===== src/rtl/exv_pkg.sv =====
package exv_pkg;
  localparam int STAT_W = 8;
  localparam int ST_IE    = 0;
  localparam int ST_XK    = 1;
  localparam int ST_XS    = 2;
  localparam int ST_XU    = 3;
  localparam int ST_RE    = 4;
  localparam int ST_BOOT  = 5;
  localparam int ST_PSEL  = 6;
  localparam int ST_PMUTE = 7;
  localparam logic [STAT_W-1:0] STAT_RST = STAT_W'(1) << ST_BOOT;
  localparam logic [STAT_W-1:0] RE_MASK  = STAT_W'(1) << ST_RE;

  typedef enum logic [2:0] {
    K_NONE = 3'd0,
    K_NMI  = 3'd1,
    K_TLB  = 3'd2,
    K_XTLB = 3'd3,
    K_GEN  = 3'd4,
    K_IRQ  = 3'd5
  } exc_kind_e;
endpackage


===== src/rtl/exv_status_reg.sv =====
module exv_status_reg
  import exv_pkg::*;
(
  input  logic              clk,
  input  logic              rst,
  input  logic              we,
  input  logic [STAT_W-1:0] wdata,
  input  logic              nmi_take,
  output logic [STAT_W-1:0] stat_q
);
  logic [STAT_W-1:0] stat_nxt;

  always_comb begin
    stat_nxt = stat_q;
    if (we) stat_nxt = wdata;
    stat_nxt[ST_RE] = 1'b0;
    if (nmi_take) stat_nxt[ST_BOOT] = 1'b1;
  end

  always_ff @(posedge clk) begin
    if (rst) stat_q <= STAT_RST;
    else     stat_q <= stat_nxt;
  end

  a_r2_re_never_set: assert property (@(posedge clk) disable iff (rst)
    stat_q[ST_RE] == 1'b0);
  a_r3_nmi_sets_boot: assert property (@(posedge clk) disable iff (rst)
    nmi_take |=> stat_q[ST_BOOT]);
  a_r2_write_lands: assert property (@(posedge clk) disable iff (rst)
    (we && !nmi_take) |=> (stat_q == ($past(wdata) & ~RE_MASK)));
endmodule


===== src/rtl/exv_arbiter.sv =====
module exv_arbiter
  import exv_pkg::*;
(
  input  logic      nmi_i,
  input  logic      exc_req,
  input  logic      exc_tlb,
  input  logic      ext_hit,
  input  logic      irq_hit,
  output exc_kind_e kind,
  output logic      take
);
  logic g_nmi, g_tlb, g_gen, g_irq;

  always_comb begin
    g_nmi = nmi_i;
    g_tlb = !g_nmi && exc_req && exc_tlb;
    g_gen = !g_nmi && exc_req && !exc_tlb;
    g_irq = !g_nmi && !exc_req && irq_hit;
  end

  always_comb begin
    if (g_nmi)      kind = K_NMI;
    else if (g_tlb) kind = ext_hit ? K_XTLB : K_TLB;
    else if (g_gen) kind = K_GEN;
    else if (g_irq) kind = K_IRQ;
    else            kind = K_NONE;
    take = g_nmi | g_tlb | g_gen | g_irq;
  end

  always_comb begin
    a_r7_single_grant: assert ($onehot0({g_nmi, g_tlb, g_gen, g_irq}));
  end
endmodule


===== src/rtl/exv_vector_gen.sv =====
module exv_vector_gen
  import exv_pkg::*;
#(
  parameter int VA_W = 64,
  parameter logic [VA_W-1:0] BOOT_BASE = 64'hFFFF_FFFF_BFC0_0000,
  parameter logic [VA_W-1:0] NORM_BASE = 64'hFFFF_FFFF_8000_0000,
  parameter int MISS_BOOT_OFF = 'h200,
  parameter int EXT_OFF = 'h080,
  parameter int GEN_OFF = 'h180
) (
  input  exc_kind_e       kind,
  input  logic            boot,
  input  logic [2:0]      ext_bits,
  input  logic [1:0]      seg,
  output logic            ext_hit,
  output logic [VA_W-1:0] addr
);
  localparam logic [VA_W-1:0] MISS_BOOT = BOOT_BASE + VA_W'(MISS_BOOT_OFF);
  localparam logic [VA_W-1:0] MISS_NORM = NORM_BASE;
  localparam int NSEG = 4;

  logic [NSEG-1:0] ext_by_seg;
  logic [VA_W-1:0] miss_base;

  for (genvar g = 0; g < NSEG; g++) begin : g_seg
    localparam int SRC = (g == NSEG - 1) ? 0 : g;
    assign ext_by_seg[g] = ext_bits[SRC];
  end

  assign ext_hit   = ext_by_seg[seg];
  assign miss_base = boot ? MISS_BOOT : MISS_NORM;

  always_comb begin
    case (kind)
      K_NMI:        addr = BOOT_BASE;
      K_TLB:        addr = miss_base;
      K_XTLB:       addr = miss_base + VA_W'(EXT_OFF);
      K_GEN, K_IRQ: addr = miss_base + VA_W'(GEN_OFF);
      default:      addr = '0;
    endcase
  end
endmodule


===== src/rtl/exc_vector_ctrl.sv =====
module exc_vector_ctrl
  import exv_pkg::*;
#(
  parameter int VA_W = 64,
  parameter int NIRQ = 8
) (
  input  logic              clk,
  input  logic              rst,
  input  logic              stat_we,
  input  logic [STAT_W-1:0] stat_wdata,
  input  logic [1:0]        priv_mode,
  input  logic              nmi_i,
  input  logic              exc_req,
  input  logic              exc_tlb,
  input  logic [1:0]        miss_seg,
  input  logic [NIRQ-1:0]   irq_req,
  input  logic              par_err_i,
  output logic [STAT_W-1:0] stat_rdata,
  output logic              exc_taken,
  output logic [2:0]        exc_kind,
  output logic [VA_W-1:0]   vec_addr,
  output logic              irq_pend,
  output logic              par_exc,
  output logic              use_stored_par,
  output logic              wide_addr_en
);
  logic [STAT_W-1:0] stat_q;
  exc_kind_e         kind_c;
  logic              take_c, ext_hit, irq_hit;
  logic [VA_W-1:0]   addr_c;

  assign irq_hit = stat_q[ST_IE] & (|irq_req);

  exv_status_reg u_stat (
    .clk(clk), .rst(rst), .we(stat_we), .wdata(stat_wdata),
    .nmi_take(nmi_i), .stat_q(stat_q)
  );

  exv_arbiter u_arb (
    .nmi_i(nmi_i), .exc_req(exc_req), .exc_tlb(exc_tlb),
    .ext_hit(ext_hit), .irq_hit(irq_hit), .kind(kind_c), .take(take_c)
  );

  exv_vector_gen #(.VA_W(VA_W)) u_vec (
    .kind(kind_c), .boot(stat_q[ST_BOOT]),
    .ext_bits(stat_q[ST_XU:ST_XK]), .seg(miss_seg),
    .ext_hit(ext_hit), .addr(addr_c)
  );

  always_ff @(posedge clk) begin
    if (rst) begin
      exc_taken <= 1'b0;
      exc_kind  <= K_NONE;
      vec_addr  <= '0;
      irq_pend  <= 1'b0;
      par_exc   <= 1'b0;
    end else begin
      exc_taken <= take_c;
      exc_kind  <= take_c ? kind_c : K_NONE;
      vec_addr  <= take_c ? addr_c : '0;
      irq_pend  <= irq_hit;
      par_exc   <= par_err_i & ~stat_q[ST_PMUTE];
    end
  end

  always_comb begin
    case (priv_mode)
      2'd0:    wide_addr_en = 1'b1;
      2'd1:    wide_addr_en = stat_q[ST_XS];
      2'd2:    wide_addr_en = stat_q[ST_XU];
      default: wide_addr_en = 1'b0;
    endcase
  end

  assign use_stored_par = stat_q[ST_PSEL];
  assign stat_rdata     = stat_q;

  a_r12_idle_zero: assert property (@(posedge clk) disable iff (rst)
    !exc_taken |-> (vec_addr == '0 && exc_kind == 3'd0));
  a_r7_nmi_wins: assert property (@(posedge clk) disable iff (rst)
    nmi_i |=> (exc_taken && exc_kind == 3'd1));
  a_r9_par_mute: assert property (@(posedge clk) disable iff (rst)
    par_exc |-> ($past(par_err_i) && !$past(stat_q[ST_PMUTE])));
  a_r8_irq_needs_enable: assert property (@(posedge clk) disable iff (rst)
    irq_pend |-> $past(stat_q[ST_IE]));
endmodule


===== config.mk =====
export PLATFORM = sky130hd
export DESIGN_NAME = exc_vector_ctrl
export DESIGN_NICKNAME = d
export VERILOG_FILES = /design/src/rtl/exv_pkg.sv /design/src/rtl/exv_status_reg.sv /design/src/rtl/exv_arbiter.sv /design/src/rtl/exv_vector_gen.sv /design/src/rtl/exc_vector_ctrl.sv
export SDC_FILE = /design/constraint.sdc
export NUM_CORES = 1
export LEC_CHECK = 0
export BUFFER_PORTS_ARGS = -buffer_cell sky130_fd_sc_hd__buf_2
export CAP_MARGIN = 5
export CORE_MARGIN = 8
export CORE_UTILIZATION = 25
export CTS_CLUSTER_SIZE = 40
export DETAILED_ROUTE_END_ITERATION = 10
export GPL_TIMING_DRIVEN = 0
export SYNTH_ARGS = -nofsm -noshare
export SYNTH_HDL_FRONTEND = slang
export SYNTH_HIERARCHICAL = 1
export SYNTH_SLANG_ARGS = --single-unit

===== constraint.sdc =====
create_clock -name clk -period 4.3 [get_ports clk]
set_input_delay 0.86 -clock clk [delete_from_list [all_inputs] [get_ports clk]]
set_output_delay 0.86 -clock clk [all_outputs]
set_load 0.01 [all_outputs]

=== Yosys cells after proc, flatten, opt, wreduce, memory -nomap -nowiden ===
Index checks and enable logic that the tools add are counted.

* Flip-flop bits (word level): 78
* Bits of input ports: 27

* Reduce and logical (&&, ||, !) cells: 13
* Mux-type cells: 10
* Add/subtract/negate cells: 2
* Eq/ne operators: 7
* Order comparisons: 1
* Bitwise gates (word level): 7

{| class="wikitable"
|+ Operator list
! kind !! number
|-
| 64-bit one-hot mux with 4 select lines || 1
|-
| 64-bit by 8-bit adder with 64-bit output (second input constant) || 1
|-
| 64-bit by 9-bit adder with 64-bit output (second input constant) || 1
|-
| 30-bit two-way mux || 1
|-
| 3-bit two-way mux || 4
|-
| 8-bit OR reduction || 1
|-
| 3-bit by 2-bit equality test with 1-bit output (second input constant) || 2
|-
| 3-bit equality test (second input constant) || 2
|-
| 2-bit OR reduction || 3
|-
| 1-bit logical AND || 5
|-
| 3-bit by 1-bit equality test with 1-bit output (second input constant) || 1
|-
| 1-bit zero test || 3
|-
| 2-bit by 3-bit less-than comparator with 1-bit output (second input constant) || 1
|-
| 1-bit bitwise OR || 3
|-
| 1-bit one-hot mux with 3 select lines || 1
|-
| 1-bit bitwise AND || 2
|-
| 1-bit binary-select mux with 2-bit select || 1
|-
| 2-bit by 1-bit equality test with 1-bit output (second input constant) || 1
|-
| 2-bit equality test (second input constant) || 1
|-
| 2-bit zero test || 1
|-
| 1-bit two-way mux || 2
|-
| 1-bit inverter || 2
|}

=== Logic depth before layout (Yosys ltp) ===
* Depth in word-level cells: 10
* Gate-level depth with buffers: 8
* Gate-level depth less buffers: 7

=== Modules after synthesis ===
The synthesis kept the hierarchy.

{| class="wikitable"
|+ Modules (own cells, without submodules)
! module !! area each (sq um) !! cells each !! instances
|-
| exc_vector_ctrl || 1951.9 || 155 || 1
|-
| exv_vector_gen || 540.5 || 73 || 1
|-
| exv_status_reg || 262.8 || 25 || 1
|-
| exv_arbiter || 46.3 || 7 || 1
|}

=== Worst setup path before layout ===
Ideal clock, no wire load.

* Path type: input to register
* Start point: input irq_req[5]
* End point: register vec_addr[61]
* Setup time: 0.059 ns
* Data arrival time: 3.266 ns
* Path buffers: 1
* Cell stages on the path: 7
* Path slack: 0.975 ns
* Cell sequence: nor4_1 > a21boi_0 > nor2b_1 > o21ba_2 > a21oi_1 > buf_4 > and2_1

* Longest elaborated chain between the ends: 10
* Elaborated cells between the ends (all ways): 17
* Classes of those cells: eq/ne: 5; mux: 5; bitwise: 3; reduce/logical: 4

{| class="wikitable"
|+ RTL lines
! item !! RTL line !! source
|-
| start, declared || exc_vector_ctrl.sv:16 || <nowiki>input logic [NIRQ-1:0] irq_req,</nowiki>
|-
| 8-bit OR reduction (*) || exc_vector_ctrl.sv:32 || <nowiki>assign irq_hit = stat_q[ST_IE] & (|irq_req);</nowiki>
|-
| 1-bit bitwise AND (*) || exc_vector_ctrl.sv:32 ||
|-
| via irq_hit || exc_vector_ctrl.sv:29 || <nowiki>logic take_c, ext_hit, irq_hit;</nowiki>
|-
| 1-bit logical AND (*) || exv_arbiter.sv:18 || <nowiki>g_irq = !g_nmi && !exc_req && irq_hit;</nowiki>
|-
| 3-bit two-way mux (*) || exv_arbiter.sv:25 || <nowiki>else if (g_irq) kind = K_IRQ;</nowiki>
|-
| 3-bit two-way mux (*) || exv_arbiter.sv:24 || <nowiki>else if (g_gen) kind = K_GEN;</nowiki>
|-
| 3-bit two-way mux (*) || exv_arbiter.sv:23 || <nowiki>else if (g_tlb) kind = ext_hit ? K_XTLB : K_TLB;</nowiki>
|-
| 3-bit two-way mux (*) || exv_arbiter.sv:22 || <nowiki>if (g_nmi) kind = K_NMI;</nowiki>
|-
| via kind_c[2] || exc_vector_ctrl.sv:28 || <nowiki>exc_kind_e kind_c;</nowiki>
|-
| 3-bit equality test || exv_vector_gen.sv:34 || <nowiki>case (kind)</nowiki>
|-
| 2-bit OR reduction || exv_vector_gen.sv:34 ||
|-
| 64-bit one-hot mux with 4 select lines (*) || exv_vector_gen.sv:34 ||
|-
| via addr_c[61] || exc_vector_ctrl.sv:30 || <nowiki>logic [VA_W-1:0] addr_c;</nowiki>
|-
| end signal, assigned || exc_vector_ctrl.sv:60 || <nowiki>vec_addr <= take_c ? addr_c : '0;</nowiki>
|-
| end, declared || exc_vector_ctrl.sv:21 || <nowiki>output logic [VA_W-1:0] vec_addr,</nowiki>
|}

Mark *: on every way through the listed nets, which the timed path passes. The rest lies on a longest branch.
A chain may end at the register's enable or synchronous reset.

=== Final worst setup path ===
* Start point: input irq_req[1]
* End point: register vec_addr[35]

Same word-level chain as after synthesis.

==> run summary <==
The number of antenna violations at the first check in global routing came out at 0. The die is 122 um tall. Detailed routing inserted a total of 1915 vias. Headroom to the max-slew limit came out at 55.7%.

The slowest stage of the critical path belongs to the cell sky130_fd_sc_hd__a311o_1. Post-CTS timing repair inserted 0 buffers for setup. The master cell of the clock root buffer is sky130_fd_sc_hd__clkbuf_8. Clock-pin slew was measured on the worst setup and hold paths at 0.08 ns. Synthesis inferred 77 register bits.

Number of standard cells after synthesis: 260. The worst setup path is captured at a flip-flop. For the number of ports placed on the die boundary, the log shows 107.

The library cell with the largest summed area after synthesis is sky130_fd_sc_hd__dfxtp_1. The tools report the core region area as 10900 um2. Buffers placed on the I/O ports in this run total 103. The number of antenna diodes in the final layout is 0. Between clock sinks in the finished design, the worst skew comes to 0.00413 ns.

Yosys printed 6 warnings. The cell row count was 38; the shortest clock period the worst path allows after layout was 2.61 ns. The synthesized cell area was 2800 um2; the ratio of total power to cell area was 417 nW/um2. The average vias per placed instance came out at 3.55. At the end of the flow the core is filled with cells to 34.8%. The peak per-stage delay on the critical path was 0.37 ns.

In the post-synthesis netlist, the cell with the most instances is sky130_fd_sc_hd__dfxtp_1. Counting every sink on the clock net gives 77. The run gives 0 ns as the aggregate negative setup slack. For the pin with the worst max-slew slack, the measured transition is 0.665 ns.

STA classifies the critical path startpoint as an input port. In the post-synthesis netlist, the biggest area contributors are sky130_fd_sc_hd__dfxtp_1 55%, sky130_fd_sc_hd__buf_4 16%, sky130_fd_sc_hd__and2_1 15%. The logs give 4 for the first-pass detailed-route iteration total and 0 for the count of instances resized after the clock tree is built. The count of final hold-check violations is 0. The logs give 8.24% for the all-layer global routing usage and 3780 um2 for the final cell area excluding filler cells. The maximum number of buffers from clock root to sink is 2. Setup violations remaining at the end of the flow were counted as 0. Yosys mapped a number of flops with a built-in enable equal to 0.

The floorplan step defined a die boundary enclosing 14800 um2. The worst vdd rail ir drop is 0.238 mV. Dividing the detail-routed wire length by the instance count gives 10.8 um. Data arrives at the worst endpoint at 2.85 ns.

Setup repair after global routing left no endpoint under its margin. The post-synthesis async set-or-reset flop share came out at 0%. After the flow finishes, the layout carries non-filler instances totaling 539.

After detailed routing, the number of remaining DRC violations is 0. For the fill cell instance count of the final layout, the log shows 1129. The tools report the total of hold buffers inserted after clock tree synthesis as 0. For the number of global-route vias before repair, the log shows 1952. Insertion delay of the later-clocked pin in the worst-skew pair: 0.35 ns. Routability-driven placement finished with a final weighted congestion of 0.665. At the worst endpoint, the required time is 4.54 ns.

The number of placed instances, taps included, is 523. For the area used by multi-input combinational logic, the log shows 808 um2. The total wire length is 5.83 mm. Dividing the final minimum period by the clock period gives 60.7%.

The max-slew violation count was 0. The number of H-tree levels is 3, and the number of CTS-inserted buffers is 9. The tools report the net count reported at finish as 421. The flow ran to the end, and the final reports show no timing, DRC or antenna violations.

The ratio of cells with drive above 1 in the final layout came out at 48.1%. For the first-pass GRT wire length, the log shows 9.47 mm. Across the run, the number of max-cap violations was 0. The worst hold path belongs to the class flip-flop to flip-flop.

For this run the aggregate overflow at the end of global routing stands at 0. The largest net degree at the start of global routing is 25. The sum of net half-perimeters after detailed placement is 4.50 mm.

The die extent in x is 122 um. TritonCTS built the clock tree. The sequential area share after synthesis is 55.0%.

The kind of critical path is input port to flip-flop. The proportion of netlist area held by the largest area contributor works out to 55.0%. For this run, the leading register cell type out of synthesis is sky130_fd_sc_hd__dfxtp_1. The worst hold slack after final layout was 0.440 ns; the number of nets with antenna violations after routing was 0.

The leakage dissipation was 1.94 nW. By count the netlist is led by 77 x sky130_fd_sc_hd__dfxtp_1, 67 x sky130_fd_sc_hd__and2_1, 61 x sky130_fd_sc_hd__buf_4, 8 x sky130_fd_sc_hd__mux2i_1, 8 x sky130_fd_sc_hd__nor2_1. The layout overhead on the synthesized area is 35.1%.

The signal on the critical path passes through buf_2, nor4_1, a21boi_0, nor2b_1, a311o_1, nor3_1, a21oi_2, buf_8, buf_4, and2_1. Yosys mapped the design onto 28 distinct sky130hd cell types. The tools report the violation count after the first detailed-route iteration as 45. Along the worst path, the maximum fanout reaches 24. Area taken by flip-flops and latches: 1540 um2.

In this run the cell area measured after placement is 3580 um2. The synthesized area per cell is 10.8 um2, and the effective utilization at floorplan is 25.7%. Based on the critical path, the design can be clocked at up to 383 MHz.
[critical path, delay by kind of cell]
kind / cells / cell delay [ns]
AO/OA/AOI/OAI: 3 / 0.68
AND/OR/NAND/NOR: 4 / 0.85
buffers and inverters: 3 / 0.45
[registers in the layout (all words and copies together), names as in the netlist]
| signal | cells |
|---|---|
| exc_taken | 1 |
| par_exc | 1 |
| u_stat/stat_q | 7 |
| irq_pend | 1 |
| exc_kind | 3 |
| vec_addr | 64 |
[metal layers]
metal | GRT usage [%] | up-vias | wire [um]
li1 | - | 994 | -
met5 | 0 | - | 0
met2 | 12.9 | 68 | 2670
met4 | 4.39 | 0 | 78
met1 | 8.46 | 845 | 2300
met3 | 5.00 | 8 | 780
[final timing paths]
path	startpoint	end	slack, ns	cells after the start
setup / recovery	irq_req[1]	vec_addr[35]$_SDFF_PP0_	1.69	10
hold / removal	u_stat/stat_q[7]$_SDFFE_PP0P_	par_exc$_SDFF_PP0_	0.44	1
setup reg to reg	u_stat/stat_q[2]$_SDFFE_PP0P_	vec_addr[26]$_SDFF_PP0_	2.21	7
hold reg to reg	u_stat/stat_q[7]$_SDFFE_PP0P_	par_exc$_SDFF_PP0_	0.44	1
[per-stage QoR]
step	total power, mW	setup slack (ns)
global route	1.67	1.51
finish	1.58	1.69
global placement	1.05	0.158
CTS	1.61	1.71
floorplan	0.961	0.975
detailed placement	1.05	1.32
[report_power, final]
part / switching (mW) / internal, mW
combinational: 0.108 / 0.142
clock: 0.263 / 0.285
sequential: 0.0138 / 0.765
[placed cells by master (no fill, tap or decap), types with 3 or more instances in the layout]
cell type,n
sky130_fd_sc_hd__buf_2,104
sky130_fd_sc_hd__dfxtp_1,77
sky130_fd_sc_hd__and2_1,67
sky130_fd_sc_hd__buf_4,61
sky130_fd_sc_hd__conb_1,21
sky130_fd_sc_hd__clkbuf_8,10
sky130_fd_sc_hd__nor2_1,8
sky130_fd_sc_hd__mux2i_1,8
sky130_fd_sc_hd__nor2b_1,4
sky130_fd_sc_hd__buf_6,4
sky130_fd_sc_hd__clkbuf_2,3
sky130_fd_sc_hd__nor3b_1,3
[cell type report]
class                      count  share of cell area, %
sequential                    77                   40.7
timing repair buffer         104                   14.0
buffer                        69                   13.8
clock inverter                 5                   1.59
clock buffer                  11                   3.74
inverter                       1                 0.0992
multi-input combinational    132                   21.4
tap                          140                   4.63
[logic make-up after synthesis]
kind of cell | count (synthesis) | share of synthesized area, %
xor+xnor | 1 | 0.313
mux | 8 | 2.86
compound gates | 10 | 2.64
simple gates | 92 | 20.1
flops | 77 | 55.0
other cells | 2 | 0.268
buf+inv | 70 | 18.8
Power figures use the tool's default switching activity.
